--- config.mk ---
export PLATFORM = sky130hd
export DESIGN_NAME = dec_adjust_unit
export DESIGN_NICKNAME = d
export VERILOG_FILES = /design/src/rtl/dau_pkg.sv /design/src/rtl/dau_rst_sync.sv /design/src/rtl/dau_bcd_fix.sv /design/src/rtl/dau_div_iter.sv /design/src/rtl/dau_mul_iter.sv /design/src/rtl/dec_adjust_unit.sv
export SDC_FILE = /design/constraint.sdc
export NUM_CORES = 1
export LEC_CHECK = 0
export BUFFER_PORTS_ARGS = -buffer_cell sky130_fd_sc_hd__buf_2
export CAP_MARGIN = 10
export CELL_PAD_IN_SITES_DETAIL_PLACEMENT = 0
export CELL_PAD_IN_SITES_GLOBAL_PLACEMENT = 1
export CORE_MARGIN = 2
export CORE_UTILIZATION = 46
export CTS_CLUSTER_DIAMETER = 120
export CTS_CLUSTER_SIZE = 24
export DETAILED_ROUTE_END_ITERATION = 10
export GPL_TIMING_DRIVEN = 0
export HOLD_SLACK_MARGIN = 0.08
export PLACE_DENSITY_LB_ADDON = 0.1
export RECOVER_POWER = 25
export SYNTH_ARGS = -nofsm -noshare
export SYNTH_HDL_FRONTEND = slang
export SYNTH_HIERARCHICAL = 1
export SYNTH_SLANG_ARGS = --single-unit
export TNS_END_PERCENT = 10
--- constraint.sdc ---
create_clock -name clk -period 2.6 [get_ports clk]
set_clock_uncertainty 0.2 [all_clocks]
set_input_delay 0.52 -clock clk [delete_from_list [all_inputs] [get_ports clk]]
set_output_delay 0.52 -clock clk [all_outputs]
set_load 0.005 [all_outputs]
--- src/rtl/dau_pkg.sv ---
package dau_pkg;

  localparam int BYTE_W = 8;
  localparam int FLAG_W = 5;

  // flag vector bit positions
  localparam int FL_C = 0;
  localparam int FL_A = 1;
  localparam int FL_P = 2;
  localparam int FL_S = 3;
  localparam int FL_Z = 4;

  typedef enum logic [2:0] {
    OP_UADD = 3'd0,
    OP_USUB = 3'd1,
    OP_UMUL = 3'd2,
    OP_UDIV = 3'd3,
    OP_PADD = 3'd4,
    OP_PSUB = 3'd5
  } dau_op_e;

  function automatic logic [FLAG_W-1:0] pack_flags(
    input logic [BYTE_W-1:0] v,
    input logic              c,
    input logic              a
  );
    logic [FLAG_W-1:0] f;
    f        = '0;
    f[FL_C]  = c;
    f[FL_A]  = a;
    f[FL_P]  = ~^v;
    f[FL_S]  = v[BYTE_W-1];
    f[FL_Z]  = (v == '0);
    return f;
  endfunction

endpackage

--- src/rtl/dau_rst_sync.sv ---
module dau_rst_sync #(
  parameter int STAGES = 2
) (
  input  logic clk,
  input  logic rst_n_i,
  output logic rst_n_o
);

  logic [STAGES-1:0] sync_q;
  logic [STAGES-1:0] sync_d;

  always_comb begin
    sync_d = {sync_q[STAGES-2:0], 1'b1};
  end

  always_ff @(posedge clk or negedge rst_n_i) begin
    if (!rst_n_i) begin
      sync_q <= '0;
    end else begin
      sync_q <= sync_d;
    end
  end

  assign rst_n_o = sync_q[STAGES-1];

endmodule

--- src/rtl/dau_bcd_fix.sv ---
module dau_bcd_fix
  import dau_pkg::*;
#(
  parameter int RADIX = 10
) (
  input  logic [2:0]        op_i,
  input  logic [BYTE_W-1:0] lo_i,
  input  logic [BYTE_W-1:0] hi_i,
  input  logic              cf_i,
  input  logic              af_i,
  output logic [BYTE_W-1:0] lo_o,
  output logic [BYTE_W-1:0] hi_o,
  output logic              cf_o,
  output logic              af_o
);

  localparam logic [3:0]        DIG_MAX   = 4'(RADIX - 1);
  localparam logic [BYTE_W-1:0] LOW_STEP  = BYTE_W'(16 - RADIX);
  localparam logic [BYTE_W-1:0] HIGH_STEP = BYTE_W'((16 - RADIX) * 16);
  localparam logic [BYTE_W-1:0] PACK_MAX  = BYTE_W'((RADIX - 1) * 17);

  logic              low_fix;
  logic              high_fix;
  logic [BYTE_W-1:0] lo_stage;

  always_comb begin
    low_fix  = (lo_i[3:0] > DIG_MAX) || af_i;
    high_fix = (lo_i > PACK_MAX) || cf_i;
    lo_stage = lo_i;
    lo_o     = lo_i;
    hi_o     = hi_i;
    cf_o     = 1'b0;
    af_o     = 1'b0;
    case (dau_op_e'(op_i))
      OP_UADD: begin
        if (low_fix) begin
          lo_stage = lo_i + LOW_STEP;
          hi_o     = hi_i + 8'd1;
          cf_o     = 1'b1;
          af_o     = 1'b1;
        end
        lo_o = {4'h0, lo_stage[3:0]};
      end
      OP_USUB: begin
        if (low_fix) begin
          lo_stage = lo_i - LOW_STEP;
          hi_o     = hi_i - 8'd1;
          cf_o     = 1'b1;
          af_o     = 1'b1;
        end
        lo_o = {4'h0, lo_stage[3:0]};
      end
      OP_PADD: begin
        if (low_fix) begin
          lo_stage = lo_i + LOW_STEP;
          af_o     = 1'b1;
        end
        if (high_fix) begin
          lo_o = lo_stage + HIGH_STEP;
          cf_o = 1'b1;
        end else begin
          lo_o = lo_stage;
        end
      end
      OP_PSUB: begin
        if (low_fix) begin
          lo_stage = lo_i - LOW_STEP;
          af_o     = 1'b1;
        end
        if (high_fix) begin
          lo_o = lo_stage - HIGH_STEP;
          cf_o = 1'b1;
        end else begin
          lo_o = lo_stage;
        end
      end
      default: begin
        lo_o = lo_i;
      end
    endcase
  end

endmodule

--- src/rtl/dau_div_iter.sv ---
module dau_div_iter #(
  parameter int W       = 8,
  parameter int DIVISOR = 10
) (
  input  logic         clk,
  input  logic         rst_n,
  input  logic         load_i,
  input  logic [W-1:0] dividend_i,
  output logic         last_o,
  output logic [W-1:0] quot_o,
  output logic [W-1:0] rem_o
);

  localparam int REM_W = $clog2(DIVISOR) + 1;
  localparam int CNT_W = (W > 1) ? $clog2(W) : 1;
  localparam logic [REM_W-1:0] DIV_V  = REM_W'(DIVISOR);
  localparam logic [CNT_W-1:0] CNT_END = CNT_W'(W - 1);

  logic             run_q,  run_d;
  logic [CNT_W-1:0] cnt_q,  cnt_d;
  logic [W-1:0]     quot_q, quot_d;
  logic [REM_W-2:0] rem_q,  rem_d;
  logic [REM_W-1:0] trial;
  logic [REM_W-1:0] trial_sub;
  logic             fits;
  logic [W-1:0]     quot_nx;
  logic [REM_W-2:0] rem_nx;

  // one restoring step: shift in next dividend bit, subtract if it fits
  always_comb begin
    trial     = {rem_q, quot_q[W-1]};
    fits      = (trial >= DIV_V);
    trial_sub = trial - DIV_V;
    rem_nx    = fits ? trial_sub[REM_W-2:0] : trial[REM_W-2:0];
    quot_nx   = {quot_q[W-2:0], fits};
  end

  always_comb begin
    run_d  = run_q;
    cnt_d  = cnt_q;
    quot_d = quot_q;
    rem_d  = rem_q;
    if (load_i) begin
      run_d  = 1'b1;
      cnt_d  = '0;
      quot_d = dividend_i;
      rem_d  = '0;
    end else if (run_q) begin
      cnt_d  = cnt_q + 1'b1;
      quot_d = quot_nx;
      rem_d  = rem_nx;
      if (cnt_q == CNT_END) begin
        run_d = 1'b0;
      end
    end
  end

  always_ff @(posedge clk or negedge rst_n) begin
    if (!rst_n) begin
      run_q  <= 1'b0;
      cnt_q  <= '0;
      quot_q <= '0;
      rem_q  <= '0;
    end else begin
      run_q  <= run_d;
      cnt_q  <= cnt_d;
      quot_q <= quot_d;
      rem_q  <= rem_d;
    end
  end

  assign last_o = run_q && (cnt_q == CNT_END);
  assign quot_o = quot_nx;
  assign rem_o  = {{(W - REM_W + 1){1'b0}}, rem_nx};

endmodule

--- src/rtl/dau_mul_iter.sv ---
module dau_mul_iter #(
  parameter int W      = 8,
  parameter int FACTOR = 10
) (
  input  logic         clk,
  input  logic         rst_n,
  input  logic         load_i,
  input  logic [W-1:0] mcand_i,
  input  logic [W-1:0] addend_i,
  output logic         last_o,
  output logic [W-1:0] prod_o
);

  localparam int STEPS = $clog2(FACTOR + 1);
  localparam int CNT_W = (STEPS > 1) ? $clog2(STEPS) : 1;
  localparam logic [STEPS-1:0] FBITS   = STEPS'(FACTOR);
  localparam logic [CNT_W-1:0] CNT_END = CNT_W'(STEPS - 1);

  logic             run_q, run_d;
  logic [CNT_W-1:0] cnt_q, cnt_d;
  logic [W-1:0]     acc_q, acc_d;
  logic [W-1:0]     mc_q,  mc_d;
  logic [W-1:0]     acc_nx;

  // one shift-and-add step per factor bit, LSB first
  always_comb begin
    acc_nx = FBITS[cnt_q] ? (acc_q + mc_q) : acc_q;
  end

  always_comb begin
    run_d = run_q;
    cnt_d = cnt_q;
    acc_d = acc_q;
    mc_d  = mc_q;
    if (load_i) begin
      run_d = 1'b1;
      cnt_d = '0;
      acc_d = addend_i;
      mc_d  = mcand_i;
    end else if (run_q) begin
      cnt_d = cnt_q + 1'b1;
      acc_d = acc_nx;
      mc_d  = {mc_q[W-2:0], 1'b0};
      if (cnt_q == CNT_END) begin
        run_d = 1'b0;
      end
    end
  end

  always_ff @(posedge clk or negedge rst_n) begin
    if (!rst_n) begin
      run_q <= 1'b0;
      cnt_q <= '0;
      acc_q <= '0;
      mc_q  <= '0;
    end else begin
      run_q <= run_d;
      cnt_q <= cnt_d;
      acc_q <= acc_d;
      mc_q  <= mc_d;
    end
  end

  assign last_o = run_q && (cnt_q == CNT_END);
  assign prod_o = acc_nx;

endmodule

--- src/rtl/dec_adjust_unit.sv ---
module dec_adjust_unit
  import dau_pkg::*;
#(
  parameter int RADIX       = 10,
  parameter int SYNC_STAGES = 2
) (
  input  logic              clk,
  input  logic              rst_n,
  input  logic              start_i,
  input  logic [2:0]        op_i,
  input  logic [BYTE_W-1:0] lo_i,
  input  logic [BYTE_W-1:0] hi_i,
  input  logic              cf_i,
  input  logic              af_i,
  output logic [BYTE_W-1:0] lo_o,
  output logic [BYTE_W-1:0] hi_o,
  output logic [FLAG_W-1:0] flags_o,
  output logic              done_o,
  output logic              busy_o
);

  logic              rst_n_s;

  logic              op_ok;
  logic              accept;
  logic              div_go, mul_go, fix_go;

  logic [BYTE_W-1:0] fix_lo, fix_hi;
  logic              fix_cf, fix_af;
  logic              div_last, mul_last;
  logic [BYTE_W-1:0] div_q, div_r, mul_p;

  logic [BYTE_W-1:0] lo_q, lo_d;
  logic [BYTE_W-1:0] hi_q, hi_d;
  logic [FLAG_W-1:0] fl_q, fl_d;
  logic              done_q, done_d;
  logic              busy_q, busy_d;

  dau_rst_sync #(.STAGES(SYNC_STAGES)) u_rst (
    .clk     (clk),
    .rst_n_i (rst_n),
    .rst_n_o (rst_n_s)
  );

  // request qualification
  always_comb begin
    op_ok  = (op_i <= OP_PSUB);
    accept = start_i && !busy_q && op_ok;
    div_go = accept && (op_i == OP_UMUL);
    mul_go = accept && (op_i == OP_UDIV);
    fix_go = accept && !div_go && !mul_go;
  end

  dau_bcd_fix #(.RADIX(RADIX)) u_fix (
    .op_i (op_i),
    .lo_i (lo_i),
    .hi_i (hi_i),
    .cf_i (cf_i),
    .af_i (af_i),
    .lo_o (fix_lo),
    .hi_o (fix_hi),
    .cf_o (fix_cf),
    .af_o (fix_af)
  );

  dau_div_iter #(.W(BYTE_W), .DIVISOR(RADIX)) u_div (
    .clk        (clk),
    .rst_n      (rst_n_s),
    .load_i     (div_go),
    .dividend_i (lo_i),
    .last_o     (div_last),
    .quot_o     (div_q),
    .rem_o      (div_r)
  );

  dau_mul_iter #(.W(BYTE_W), .FACTOR(RADIX)) u_mul (
    .clk      (clk),
    .rst_n    (rst_n_s),
    .load_i   (mul_go),
    .mcand_i  (hi_i),
    .addend_i (lo_i),
    .last_o   (mul_last),
    .prod_o   (mul_p)
  );

  // result selection and control next state
  always_comb begin
    lo_d   = lo_q;
    hi_d   = hi_q;
    fl_d   = fl_q;
    done_d = 1'b0;
    busy_d = busy_q;
    if (fix_go) begin
      lo_d   = fix_lo;
      hi_d   = fix_hi;
      fl_d   = pack_flags(fix_lo, fix_cf, fix_af);
      done_d = 1'b1;
    end else if (div_last) begin
      lo_d   = div_r;
      hi_d   = div_q;
      fl_d   = pack_flags(div_r, 1'b0, 1'b0);
      done_d = 1'b1;
      busy_d = 1'b0;
    end else if (mul_last) begin
      lo_d   = mul_p;
      hi_d   = '0;
      fl_d   = pack_flags(mul_p, 1'b0, 1'b0);
      done_d = 1'b1;
      busy_d = 1'b0;
    end
    if (div_go || mul_go) begin
      busy_d = 1'b1;
    end
  end

  always_ff @(posedge clk or negedge rst_n_s) begin
    if (!rst_n_s) begin
      lo_q   <= '0;
      hi_q   <= '0;
      fl_q   <= '0;
      done_q <= 1'b0;
      busy_q <= 1'b0;
    end else begin
      done_q <= done_d;
      busy_q <= busy_d;
      if (done_d) begin
        lo_q <= lo_d;
        hi_q <= hi_d;
        fl_q <= fl_d;
      end
    end
  end

  assign lo_o    = lo_q;
  assign hi_o    = hi_q;
  assign flags_o = fl_q;
  assign done_o  = done_q;
  assign busy_o  = busy_q;

endmodule

; Word level (Yosys, flattened, before mapping)
; Index checks and enable logic that the tools add are counted.
[totals]
register_bits = 60
ramBits = 0
inputBits = 24
word_cells = 119
output_inout_bits = 23
latchBits = 0
memories = 0
romBits = 0
[op_classes]
n_lt_le_gt_ge = 5
bitwise_logic = 0
addsub = 10
multipliers = 0
muxes = 52
n_eq_ne = 8
n_reduce_logical = 30
n_div = 0
n_shift = 0
[op_table]
columns = op, n
row1 = 8-bit two-way mux, 21
row2 = 8-bit one-hot mux with 4 select lines, 1
row3 = 8-bit logical NOT, 3
row4 = 8-bit XNOR reduction, 3
row5 = 1-bit two-way mux, 17
row6 = 8-bit one-hot mux with 2 select lines, 1
row7 = 5-bit two-way mux, 3
row8 = 4-bit two-way mux, 3
row9 = "3-bit == test, second input constant", 3
row10 = "8-bit by 1-bit adder with 8-bit output, second input constant", 1
row11 = "8-bit by 3-bit adder with 8-bit output, second input constant", 1
row12 = "8-bit by 7-bit adder with 8-bit output, second input constant", 1
row13 = 8-bit adder, 1
row14 = "8-bit greater-than comparator, second input constant", 1
row15 = 1-bit logical AND, 8
row16 = "8-bit by 1-bit subtractor with 8-bit output, second input constant", 1
row17 = "8-bit by 3-bit subtractor with 8-bit output, second input constant", 1
row18 = "8-bit by 7-bit subtractor with 8-bit output, second input constant", 1
row19 = "3-bit by 2-bit == test with 1-bit output, second input constant", 2
row20 = 3-bit two-way mux, 2
row21 = 3-bit nonzero test, 2
row22 = "5-bit by 4-bit greater-or-equal comparator with 1-bit output, second input constant", 1
row23 = "4-bit greater-than comparator, second input constant", 1
row24 = 2-bit two-way mux, 2
row25 = other kinds (17), 24

; Depth between registers and ports, before layout
; Gate-level depths: netlist of the first run.
[depth]
word_depth = 9
ltp_mapped = 15

; Hierarchy
; Netlist of the first run, hierarchy kept.
[by_module_without_submodules]
columns = module, instances, area_each_um2, seq_area_each_um2, cells_each
row1 = dec_adjust_unit, 1, 1436.4, 550.5, 166
row2 = dau_mul_iter, 1, 1277.5, 475.5, 137
row3 = dau_bcd_fix, 1, 884.6, 0.0, 128
row4 = dau_div_iter, 1, 864.6, 400.4, 89
row5 = dau_rst_sync, 1, 53.8, 50.0, 3

; Least setup slack after synthesis of the first run
; Ideal clock, no wire load.
[synth_path]
path_type = input to register
from = in lo_i[1]
to = reg fl_q[2] (netlist: flags_o[2])
t_arrival_ps = 2951
path_slack_ps = -672
n_path_buf = 0
setup_ps = 121
stages = 15
required_time_ps = 2279
path_cell_list = inv_1 ha_1 nor3_1 xnor2_1 ha_1 nor3b_1 a21oi_1 xor2_1 and2_1 o211ai_1 inv_1 ha_1 xor2_1 xnor2_1 a22o_1
[synth_between]
elab_chain_cells = 9
elab_cells_between_ends = 17
[synth_rtl]
columns = item, line
row1 = start: declaration, dec_adjust_unit.sv:11  ; input logic [BYTE_W-1:0] lo_i,
row2 = "parallel branches: the longest is 6 deep, another holds 8-bit by 3-bit subtractor with 8-bit output", --
row3 = 8-bit one-hot mux with 4 select lines (*), dau_bcd_fix.sv:34  ; case (dau_op_e'(op_i))
row4 = named net fix_lo[7], dec_adjust_unit.sv:28  ; logic [BYTE_W-1:0] fix_lo, fix_hi;
row5 = 8-bit XNOR reduction (*), dau_pkg.sv:31  ; f[FL_P] = ~^v;
row6 = 5-bit two-way mux (*), dec_adjust_unit.sv:93  ; if (fix_go) begin
row7 = end signal: assignment, dec_adjust_unit.sv:129  ; fl_q <= fl_d;
row8 = end: declaration, dec_adjust_unit.sv:35  ; logic [FLAG_W-1:0] fl_q, fl_d;
; Mark *: on every way through the listed nets, which the timed path passes. The select of a mux whose other input is x is not followed.
; A chain may end at the register's enable or synchronous reset.

; Worst setup path after layout of the first run
[layout_path]
from = reg u_mul.mc_q[0]
to = reg fl_q[2] (netlist: flags_o[2])
[layout_between]
elab_chain_cells = 6
[layout_rtl]
columns = item, line
row1 = start: declaration, dau_mul_iter.sv:22  ; logic [W-1:0] mc_q, mc_d;
row2 = start signal: assignment, dau_mul_iter.sv:60  ; mc_q <= mc_d;
row3 = 8-bit adder, dau_mul_iter.sv:27  ; acc_nx = FBITS[cnt_q] ? (acc_q + mc_q) : acc_q;
row4 = 8-bit two-way mux, dau_mul_iter.sv:27
row5 = named net mul_p[6], dec_adjust_unit.sv:31  ; logic [BYTE_W-1:0] div_q, div_r, mul_p;
row6 = 8-bit XNOR reduction, dau_pkg.sv:31
row7 = 5-bit two-way mux, dec_adjust_unit.sv:104  ; end else if (mul_last) begin
row8 = 5-bit two-way mux, dec_adjust_unit.sv:98  ; end else if (div_last) begin
row9 = 5-bit two-way mux, dec_adjust_unit.sv:93
; The timed path passes the listed nets, and every way through them passes these cells. The select of a mux whose other input is x is not followed.

==> results of run 1 <==
-- worst max-delay path, cell delays in order, from the launching register on --
cell and delay (ns):
dfrtp_1 0.42, ha_4 0.19, inv_2 0.05, fa_2 0.20
nor2b_2 0.05, o21ai_2 0.16, a21oi_1 0.11, or3_4 0.35
a31oi_4 0.22, inv_2 0.06, inv_2 0.06, ha_4 0.19
xnor2_2 0.13, xnor2_1 0.14, a211o_1 0.27, a22o_1 0.19
-- cells in the final DEF, fill, tap and decap left out, types with 5 or more instances in the layout --
cell type and instances:
a22oi_1 8, o31ai_1 5, inv_1 38, mux2i_1 33, inv_2 8, buf_2 53, dfrtp_1 58, o21ai_0 32
buf_6 5, nand2_1 62, clkbuf_8 12, buf_4 35, ha_4 8, o21ai_1 22, xor2_1 7, nand2b_1 5
nor2b_1 5, clkbuf_1 9, conb_1 5, xnor2_1 25, ha_1 18, nor2_1 28, a21oi_1 24
-- layout make-up --
type                    instances  share of cell area [%]
plain buffers                  32                    3.45
clock buffers                  11                    2.69
clock inverters                 5                    1.51
inverters                      47                    3.23
multi-input cells             388                    51.8
flip-flops and latches         59                    26.3
well taps                     133                    2.96
repair buffers                 73                    8.05
-- sequential cells by signal, summed over array words and instances (netlist names) --
signal        flops
lo_o              7
u_mul/mc_q        8
u_mul/acc_q       8
busy_o            1
u_div/rem_q       4
flags_o           5
u_div/cnt_q       3
u_mul/cnt_q       2
u_div/run_q       1
u_mul/run_q       1
u_rst/sync_q      2
u_div/quot_q      8
done_o            1
hi_o              8
-- cell families after synthesis --
| group | count (synthesis) | share of synthesized area (%) |
|---|---|---|
| AOI/OAI and AO/OA | 130 | 18.0 |
| buffers and inverters | 79 | 8.20 |
| DFF | 59 | 32.7 |
| and+or+nand+nor | 152 | 17.6 |
| other | 2 | 0.166 |
| xor gates and xnor gates | 34 | 6.59 |
| adders and majority gates | 30 | 8.48 |
| muxes | 37 | 8.28 |
-- path summary, 6_finish.rpt --
kind,startpoint,endpoint,slack [ns],cells after the start
worst max-delay path,u_mul/mc_q[0],flags_o[2],-0.50,15
worst min-delay path,u_rst/sync_q[0],u_rst/sync_q[1],0.16,0
worst max register to register,u_mul/mc_q[0],flags_o[2],-0.50,15
worst min register to register,u_rst/sync_q[0],u_rst/sync_q[1],0.16,0
max in group asynchronous,u_rst/sync_q[1],busy_o,0.62,1
min in group asynchronous,u_rst/sync_q[1],lo_o[4],0.24,0
-- report_power, final --
part | internal (uW) | leakage (uW) | switching [uW]
sequential | 1350 | 0.000718 | 379
combinational | 2380 | 0.00168 | 2110
clock | 595 | 0.000116 | 391
total | 4330 | 0.00251 | 2880
-- metal layers --
layer  up-vias  routed length, um
li1       1976                  -
met1      1947               5760
met2        81               6110
met3         8                419
met4         0                125
met5         -                  0
-- metrics by stage --
stage,util [%],hold slack [ns],area (um^2),power (uW)
after floorplan,-,0.0244,4570,4120
after global placement,51.5,0.105,4970,4940
after detailed placement,51.8,0.106,4990,5020
after CTS,57.9,0.116,5580,6960
after global routing,58.3,0.162,5620,7840
final,58.3,0.156,5620,7210
-- timing repair --
action                     CTS  global route
setup endpoints to repair    5             6
hold buffers                 1             0
resized for setup           39            11
pin swaps                   27             5
setup buffers               22             3
hold endpoints to repair     2             0
==> flow_metrics.py, run 1 <==
metrics = {
    "place": {
        "hpwl_um": 9380,
        "dp_cells": 706,
        "pre_cts_slack_ns": -1.18,
        "gp_congestion": 0.831,
        "io_buffers": 46,
    },
    "synth": {
        "synth_area_per_cell_um2": 8.64,
        "synthTopCellsByCount": "nand2_1 (62), dfrtp_1 (59), inv_1 (46)",
        "syn-instance-count": 523,
        "postSynth.asyncResetShare_pct": 100,
        "synth.most_common_cell": "nand2_1",
        "synth_seq_cells": 59,
        "synth.distinct_cells": 71,
        "synth_edf_count": 0,
        "synth_top_area_cell": "dfrtp_1",
        "ys_top_cells_by_area": "dfrtp_1 (33%), ha_1 (8.0%), mux2i_1 (7.5%)",
        "synth_flop_cell": "dfrtp_1",
        "syn_area_mm2": 0.00452,
        "synth_warnings": 6,
        "synth_top_area_share_pct": 32.7,
        "seq_area_frac_synth_pct": 32.7,
    },
    "worst_hold_path": {
        "min_path_type": "flip-flop to flip-flop",
    },
    "clock_network": {
        "cts_buffers": 9,
        "htreeDepth": 3,
        "tritoncts": "built",
        "clk_path_buf_depth": 2,
        "clk_pin_slew_ns": 0.07,
        "clkSinkCount": 59,
        "insertion_delay_ns": 0.35,
        "cts-root-buf": "clkbuf_8",
    },
    "final_layout": {
        "multi_input_area_mm2": 0.00292,
        "area_growth_pct": 24.5,
        "fillers": 921,
        "finalNetCount": 664,
        "antenna_cells": 0,
        "fin_cells": 748,
        "drive_gt1_share_pct": 27.6,
        "seq_area_mm2": 0.00148,
    },
    "sta": {
        "tightest_slew_ns": 1.06,
        "rsz0062_at_grt": "true",
        "tns_ns": -1.03,
        "clock.fmax_ghz": 0.322,
        "relSlewSlack_pct": 29.2,
        "period_share_pct": 119,
        "drv_slew": 0,
        "setup_viol": 3,
        "period_minus_slack_ns": 3.10,
        "hold_violations": 0,
        "fin_ws_ns": -0.505,
    },
    "routing": {
        "routed_wl_um": 12400,
        "vias": 4012,
        "vias_per_cell": 5.36,
        "drc": 0,
        "ant_nets": 0,
        "drtPass1Iterations": 5,
        "drtIter0Drc": 123,
        "wl_per_cell_um": 16.6,
    },
    "global_route": {
        "overflow": 0,
        "gr-usage-met3_pct": 4.07,
        "met2_usage_pct": 41.3,
        "grtUsageMet1_pct": 33.8,
        "grt_max_degree": 32,
        "grt_pass1_vias": 3812,
        "grt_pass1_wl_um": 19800,
        "top_usage_layer": "met2",
        "antenna_found_initial": 0,
        "track_usage_pct": 24.8,
    },
    "run_status": {
        "status": "finished with violations",
        "violations": "setup timing",
    },
    "setup_path": {
        "critPathKind": "flip-flop to flip-flop",
        "critPathCaptureType": "flip-flop",
        "cp.arrival_ns": 3.14,
        "cp-start-kind": "flip-flop",
        "crit_fanout": 2,
        "cp.required_ns": 2.64,
    },
    "floorplanning": {
        "die-area_mm2": 0.0106,
        "die_height_um": 103,
        "dieWidth_um": 103,
        "row_count": 36,
        "io_pins": 47,
        "start_util_pct": 46.9,
        "coreArea_mm2": 0.00964,
    },
    "power_and_ir_drop": {
        "vdd_ir_drop_max_mv": 0.716,
        "power.leakage_uw": 0.00251,
        "pwr_density_cell_mw_per_mm2": 1280,
    },
    "job": {
        "maxCapViolCount": 0,
    },
}
Power figures use the tool's default switching activity.
==> run 2, diff against run 1 <==
--- a/config.mk
+++ b/config.mk
@@ -5,6 +5,7 @@
 export SDC_FILE = /design/constraint.sdc
 export NUM_CORES = 1
 export LEC_CHECK = 0
+export ABC_AREA = 0
 export BUFFER_PORTS_ARGS = -buffer_cell sky130_fd_sc_hd__buf_2
 export CAP_MARGIN = 10
 export CELL_PAD_IN_SITES_DETAIL_PLACEMENT = 0
@@ -17,7 +18,7 @@
 export GPL_TIMING_DRIVEN = 0
 export HOLD_SLACK_MARGIN = 0.08
 export PLACE_DENSITY_LB_ADDON = 0.1
-export RECOVER_POWER = 25
+export RECOVER_POWER = 50
 export SYNTH_ARGS = -nofsm -noshare
 export SYNTH_HDL_FRONTEND = slang
 export SYNTH_HIERARCHICAL = 1
==> run 2 against run 1 <==
  * The run still ends with setup timing left
  * Worst setup slack barely moved
  * Wire length barely moved
  * Critical path type unchanged
  * Final cell count did not move
  * Global-route usage did not move
  * Critical path depth did not move
==> flow_metrics.py, run 2 (synthesis gave the netlist of run 1 again) <==
metrics = {
    "run_status": {
        "status": "finished with violations",
        "violations": "setup timing",
    },
    "routing": {
        "drtPass1Iterations": 5,
        "ant_nets": 0,
        "drc": 0,
        "vias_per_cell": 5.36,
        "vias": 4012,
        "routed_wl_um": 12400,
        "drtIter0Drc": 123,
        "wl_per_cell_um": 16.6,
    },
    "sta": {
        "relSlewSlack_pct": 29.2,
        "fin_ws_ns": -0.505,
        "tightest_slew_ns": 1.06,
        "rsz0062_at_grt": "true",
        "drv_slew": 0,
        "whs_ns": 0.156,
        "setup_viol": 3,
        "hold_violations": 0,
        "tns_ns": -1.03,
        "clock.fmax_ghz": 0.322,
        "period_minus_slack_ns": 3.10,
        "period_share_pct": 119,
    },
    "final_layout": {
        "final_design_area_no_fill_mm2": 0.00562,
        "antenna_cells": 0,
        "final_common_cell": "nand2_1",
        "finalNetCount": 664,
        "drive_gt1_share_pct": 27.3,
        "area_growth_pct": 24.5,
        "layout_common_cells": "nand2_1 (62), dfrtp_1 (58), buf_2 (51)",
    },
    "global_route": {
        "track_usage_pct": 24.8,
        "grt_pass1_wl_um": 19800,
        "grt_max_degree": 32,
        "grt_pass1_vias": 3812,
        "antenna_found_initial": 0,
        "overflow": 0,
    },
    "setup_path": {
        "worstRegToRegCells": 15,
        "critPathKind": "flip-flop to flip-flop",
        "cp-start-kind": "flip-flop",
        "worstReg2RegStart": "u_mul/mc_q[0]",
        "cp-startpoint": "u_mul/mc_q[0]",
        "cp.required_ns": 2.64,
        "cp.arrival_ns": 3.14,
        "critPathCaptureType": "flip-flop",
        "reg2reg_to": "flags_o[2]",
        "crit_fanout": 2,
        "ff2ff_setup_slack_ns": -0.50,
    },
    "power_and_ir_drop": {
        "p_seq_share_pct": 24.0,
        "vdd_ir_drop_max_mv": 0.711,
        "swShare_pct": 39.9,
        "power.leakage_uw": 0.00251,
        "total_power_uw": 7210,
        "switching_power_uw": 2880,
        "power_frac_comb_pct": 62.3,
        "pwr_density_cell_mw_per_mm2": 1280,
        "p_int_uw": 4330,
        "power_frac_clock_pct": 13.7,
    },
    "clock_network": {
        "tritoncts": "built",
        "htreeDepth": 3,
        "cts_buffers": 9,
        "clk_pin_slew_ns": 0.07,
        "cts-root-buf": "clkbuf_8",
        "insertion_delay_ns": 0.35,
        "clkSinkCount": 59,
        "clk_path_buf_depth": 2,
    },
    "floorplanning": {
        "start_util_pct": 46.9,
        "dieWidth_um": 103,
        "io_pins": 47,
        "die_height_um": 103,
        "row_count": 36,
        "coreArea_mm2": 0.00964,
        "die-area_mm2": 0.0106,
    },
    "place": {
        "place_area_mm2": 0.00499,
        "gp_congestion": 0.831,
        "io_buffers": 46,
        "hpwl_um": 9380,
    },
    "worst_hold_path": {
        "hp-start": "u_rst/sync_q[0]",
        "worst_hold_path.endpoint": "u_rst/sync_q[1]",
        "min_path_type": "flip-flop to flip-flop",
        "whs_path_depth": 0,
    },
    "job": {
        "maxCapViolCount": 0,
    },
}
run 2: cell count changes in the layout (fill, tap and decap cells not counted), sizes merged:
| cell | previous run | this run |
|---|---|---|
| buf | 93 | 91 |
| clkbuf | 22 | 24 |
run 2: critical path, cell delays in order (launching register included):
cell	delay [ns]
dfrtp_1	0.42
ha_4	0.19
inv_2	0.05
fa_2	0.20
nor2b_2	0.05
o21ai_2	0.16
a21oi_1	0.11
or3_4	0.35
a31oi_4	0.22
inv_2	0.06
inv_2	0.06
ha_4	0.19
xnor2_2	0.13
xnor2_1	0.14
a211o_1	0.27
a22o_1	0.19
run 2: layout make-up:
class | instances | area (um^2)
Tap cell | 133 | 166
Multi-Input combinational cell | 388 | 2920
Sequential cell | 59 | 1480
Buffer | 32 | 194
Clock inverter | 5 | 85.1
Inverter | 47 | 181
Clock buffer | 11 | 151
Timing Repair Buffer | 73 | 450
Fill cell | 923 | 4020
run 2: worst max-delay path by stage:
stage	slack, ns	endpoint	depth (start not counted)
floorplan	-0.51	flags_o[2]	13
global placement	-1.15	flags_o[2]	16
detailed placement	-1.18	flags_o[2]	14
CTS	-0.49	flags_o[2]	15
global route	-0.64	flags_o[2]	15
finish	-0.50	flags_o[2]	15
run 2: through the flow:
stage               instances  setup slack, ns  utilization [%]
floorplan                 526           -0.508                -
global placement          705            -1.15             51.5
detailed placement        706            -1.18             51.8
CTS                       745           -0.485             57.9
global route              748           -0.639             58.3
finish                    748           -0.505             58.3
run 2: power groups by stage:
| stage | Clock [uW] | Sequential, uW | Combinational (uW) |
|---|---|---|---|
| after floorplan | 0 | 1640 | 2480 |
| after global placement | 0 | 1720 | 3230 |
| after detailed placement | 0 | 1720 | 3300 |
| after CTS | 1000 | 1720 | 4230 |
| after global routing | 1050 | 1790 | 5000 |
| final | 986 | 1730 | 4490 |
run 2: repair_timing:
| action | in CTS | in global routing |
|---|---|---|
| hold buffers | 1 | 0 |
| endpoints found under the setup margin | 5 | 6 |
| setup buffers | 22 | 3 |
| pin swaps | 27 | 5 |
| endpoints found under the hold margin | 2 | 0 |
| resized for setup | 39 | 11 |
run 2: layer usage:
metal / track usage (%) / wire [um] / up-vias
met5: 0 / 0 / -
met1: 33.8 / 5760 / 1947
met3: 4.07 / 420 / 8
met4: 6.58 / 125 / 0
li1: - / - / 1976
met2: 41.3 / 6110 / 81
==> run 3, diff against run 2 <==
--- a/config.mk
+++ b/config.mk
@@ -19,6 +19,7 @@
 export HOLD_SLACK_MARGIN = 0.08
 export PLACE_DENSITY_LB_ADDON = 0.1
 export RECOVER_POWER = 50
+export SETUP_SLACK_MARGIN = 0.5
 export SYNTH_ARGS = -nofsm -noshare
 export SYNTH_HDL_FRONTEND = slang
 export SYNTH_HIERARCHICAL = 1
==> run 3 against run 2 <==
  * Critical path type unchanged
  * Count of clock-buffer cells in the layout unchanged
  * Via count up 1.2%
  * Critical path depth is the same
  * First-iteration DRC count is 14% higher
  * The flow still finishes with violations (setup timing)
  * Die area unchanged
==> flow_metrics.py, run 3 (synthesis gave the netlist of run 1 again) <==
metrics = {
    "setup_path": {
        "worstReg2RegStart": "u_mul/acc_q[0]",
        "crit_fanout": 2,
        "critPathSlowestCell": "dfrtp_1",
        "cp-start-kind": "flip-flop",
        "reg2reg_to": "flags_o[2]",
        "endpoint": "flags_o[2]",
        "cp.required_ns": 2.64,
        "critPathKind": "flip-flop to flip-flop",
        "crit_path_frequent_cell": "inv_2",
        "cp_cell_sequence": "ha_4 > inv_2 > fa_2 > nor2b_2 > o21ai_2 > and2_4 > xnor2_2 > mux2i_2 > inv_2 > inv_2 > ha_4 > xnor2_4 > xnor2_1 > a211o_1 > a22o_1",
        "slowest_delay_ns": 0.40,
        "cp-startpoint": "u_mul/acc_q[0]",
        "critPathCaptureType": "flip-flop",
        "ff2ff_setup_slack_ns": -0.50,
        "cp.arrival_ns": 3.13,
        "worstRegToRegCells": 15,
    },
    "sta": {
        "hold_violations": 0,
        "fin_ws_ns": -0.497,
        "tightest_slew_ns": 1.07,
        "relSlewSlack_pct": 28.6,
        "rsz0062_at_grt": "true",
        "period_minus_slack_ns": 3.10,
        "tns_ns": -0.864,
        "period_share_pct": 119,
        "clock.fmax_ghz": 0.323,
        "drv_slew": 0,
        "setup_viol": 3,
    },
    "clock_network": {
        "insertion_delay_ns": 0.35,
        "cts-root-buf": "clkbuf_8",
        "cts_buffers": 9,
        "tritoncts": "built",
        "clk_pin_slew_ns": 0.07,
        "htreeDepth": 3,
        "clk_path_buf_depth": 2,
        "clkSinkCount": 59,
    },
    "place": {
        "gp_congestion": 0.831,
        "io_buffers": 46,
        "hpwl_um": 9380,
    },
    "routing": {
        "vias_per_cell": 5.42,
        "drc": 0,
        "routed_wl_um": 12700,
        "ant_nets": 0,
        "vias": 4062,
        "drtIter0Drc": 140,
        "wl_per_cell_um": 16.9,
        "drtPass1Iterations": 5,
    },
    "final_layout": {
        "antenna_cells": 0,
        "finish.utilization_pct": 59.3,
        "multi_input_area_mm2": 0.00295,
        "area_growth_pct": 26.6,
        "fillers": 917,
        "finalNetCount": 665,
        "layout_common_cells": "nand2_1 (61), dfrtp_1 (58), buf_2 (46)",
        "seq_area_mm2": 0.00148,
        "drive_gt1_share_pct": 29.9,
        "final_common_cell": "nand2_1",
    },
    "run_status": {
        "violations": "setup timing",
        "status": "finished with violations",
    },
    "global_route": {
        "grt_pass1_wl_um": 19900,
        "antenna_found_initial": 0,
        "grt_pass1_vias": 3843,
        "track_usage_pct": 25.0,
        "overflow": 0,
        "grt_max_degree": 32,
    },
    "floorplanning": {
        "row_count": 36,
        "coreArea_mm2": 0.00964,
        "die-area_mm2": 0.0106,
        "start_util_pct": 46.9,
        "dieWidth_um": 103,
        "die_height_um": 103,
        "io_pins": 47,
    },
    "worst_hold_path": {
        "min_path_type": "flip-flop to flip-flop",
    },
    "power_and_ir_drop": {
        "power.leakage_uw": 0.00256,
        "pwr_density_cell_mw_per_mm2": 1310,
        "total_power_uw": 7500,
        "vdd_ir_drop_max_mv": 0.717,
    },
    "job": {
        "maxCapViolCount": 0,
    },
}
[run 3: cell count changes in the layout (fill, tap and decap cells not counted), moves of 2 or more]
cell	change
clkbuf_1	-7
clkbuf_2	+7
buf_6	+8
o21ai_0	-2
buf_4	-5
clkbuf_4	+2
buf_2	-5
[run 3: worst min path at each step]
stage               cells after the start            start               to
floorplan                               0            rst_n  u_rst/sync_q[0]
global placement                        1            rst_n  u_rst/sync_q[0]
detailed placement                      1            rst_n  u_rst/sync_q[0]
CTS                                     0  u_rst/sync_q[1]          lo_o[4]
global route                            0  u_rst/sync_q[0]  u_rst/sync_q[1]
finish                                  0  u_rst/sync_q[0]  u_rst/sync_q[1]
[run 3: final cells by class]
class / count / share of cell area, %
multi-input combinational: 388 / 51.5
clock buffer: 11 / 2.65
buffer: 32 / 3.72
inverter: 47 / 3.17
clock inverter: 5 / 1.49
sequential: 59 / 25.8
timing repair buffer: 74 / 8.71
tap: 133 / 2.91
[run 3: routing by layer]
metal | up-vias | part of all wire, % | GRT usage, % | wire, um
li1 | 1973 | - | - | -
met2 | 81 | 49 | 41.2 | 6210
met4 | 0 | 1.2 | 7.09 | 149
met3 | 10 | 3.1 | 4.14 | 390
met1 | 1998 | 47 | 33.9 | 5920
met5 | - | 0 | 0 | 0
[run 3: repair_timing]
action                     CTS  global route
pin swaps                   38            15
resized for setup           52            36
hold endpoints to repair     2             0
setup endpoints to repair   48            42
hold buffers                 1             0
setup buffers               23             3
[run 3: critical path, delay by kind of cell (launching register included)]
kind            cells  cell delay (ns)
buf+inv             3             0.19
mux                 1             0.25
fa+ha+maj           3             0.72
xor+xnor            3             0.41
simple gates        2             0.28
flops               1             0.40
compound gates      3             0.54
[run 3: report_power, final]
part | switching (uW) | leakage (uW) | internal (uW)
sequential | 389 | 0.000718 | 1350
clock | 387 | 0.000116 | 595
combinational | 2210 | 0.00173 | 2570
[run 3: per-stage QoR]
step | cells | setup WS (ns) | instance area (um^2) | hold WS, ns
3_5_place_dp | 706 | -1.18 | 4990 | 0.106
3_3_place_gp | 705 | -1.15 | 4970 | 0.105
6_report | 749 | -0.497 | 5720 | 0.156
2_1_floorplan | 526 | -0.508 | 4570 | 0.0244
4_1_cts | 746 | -0.485 | 5620 | 0.116
5_1_grt | 749 | -0.620 | 5720 | 0.162
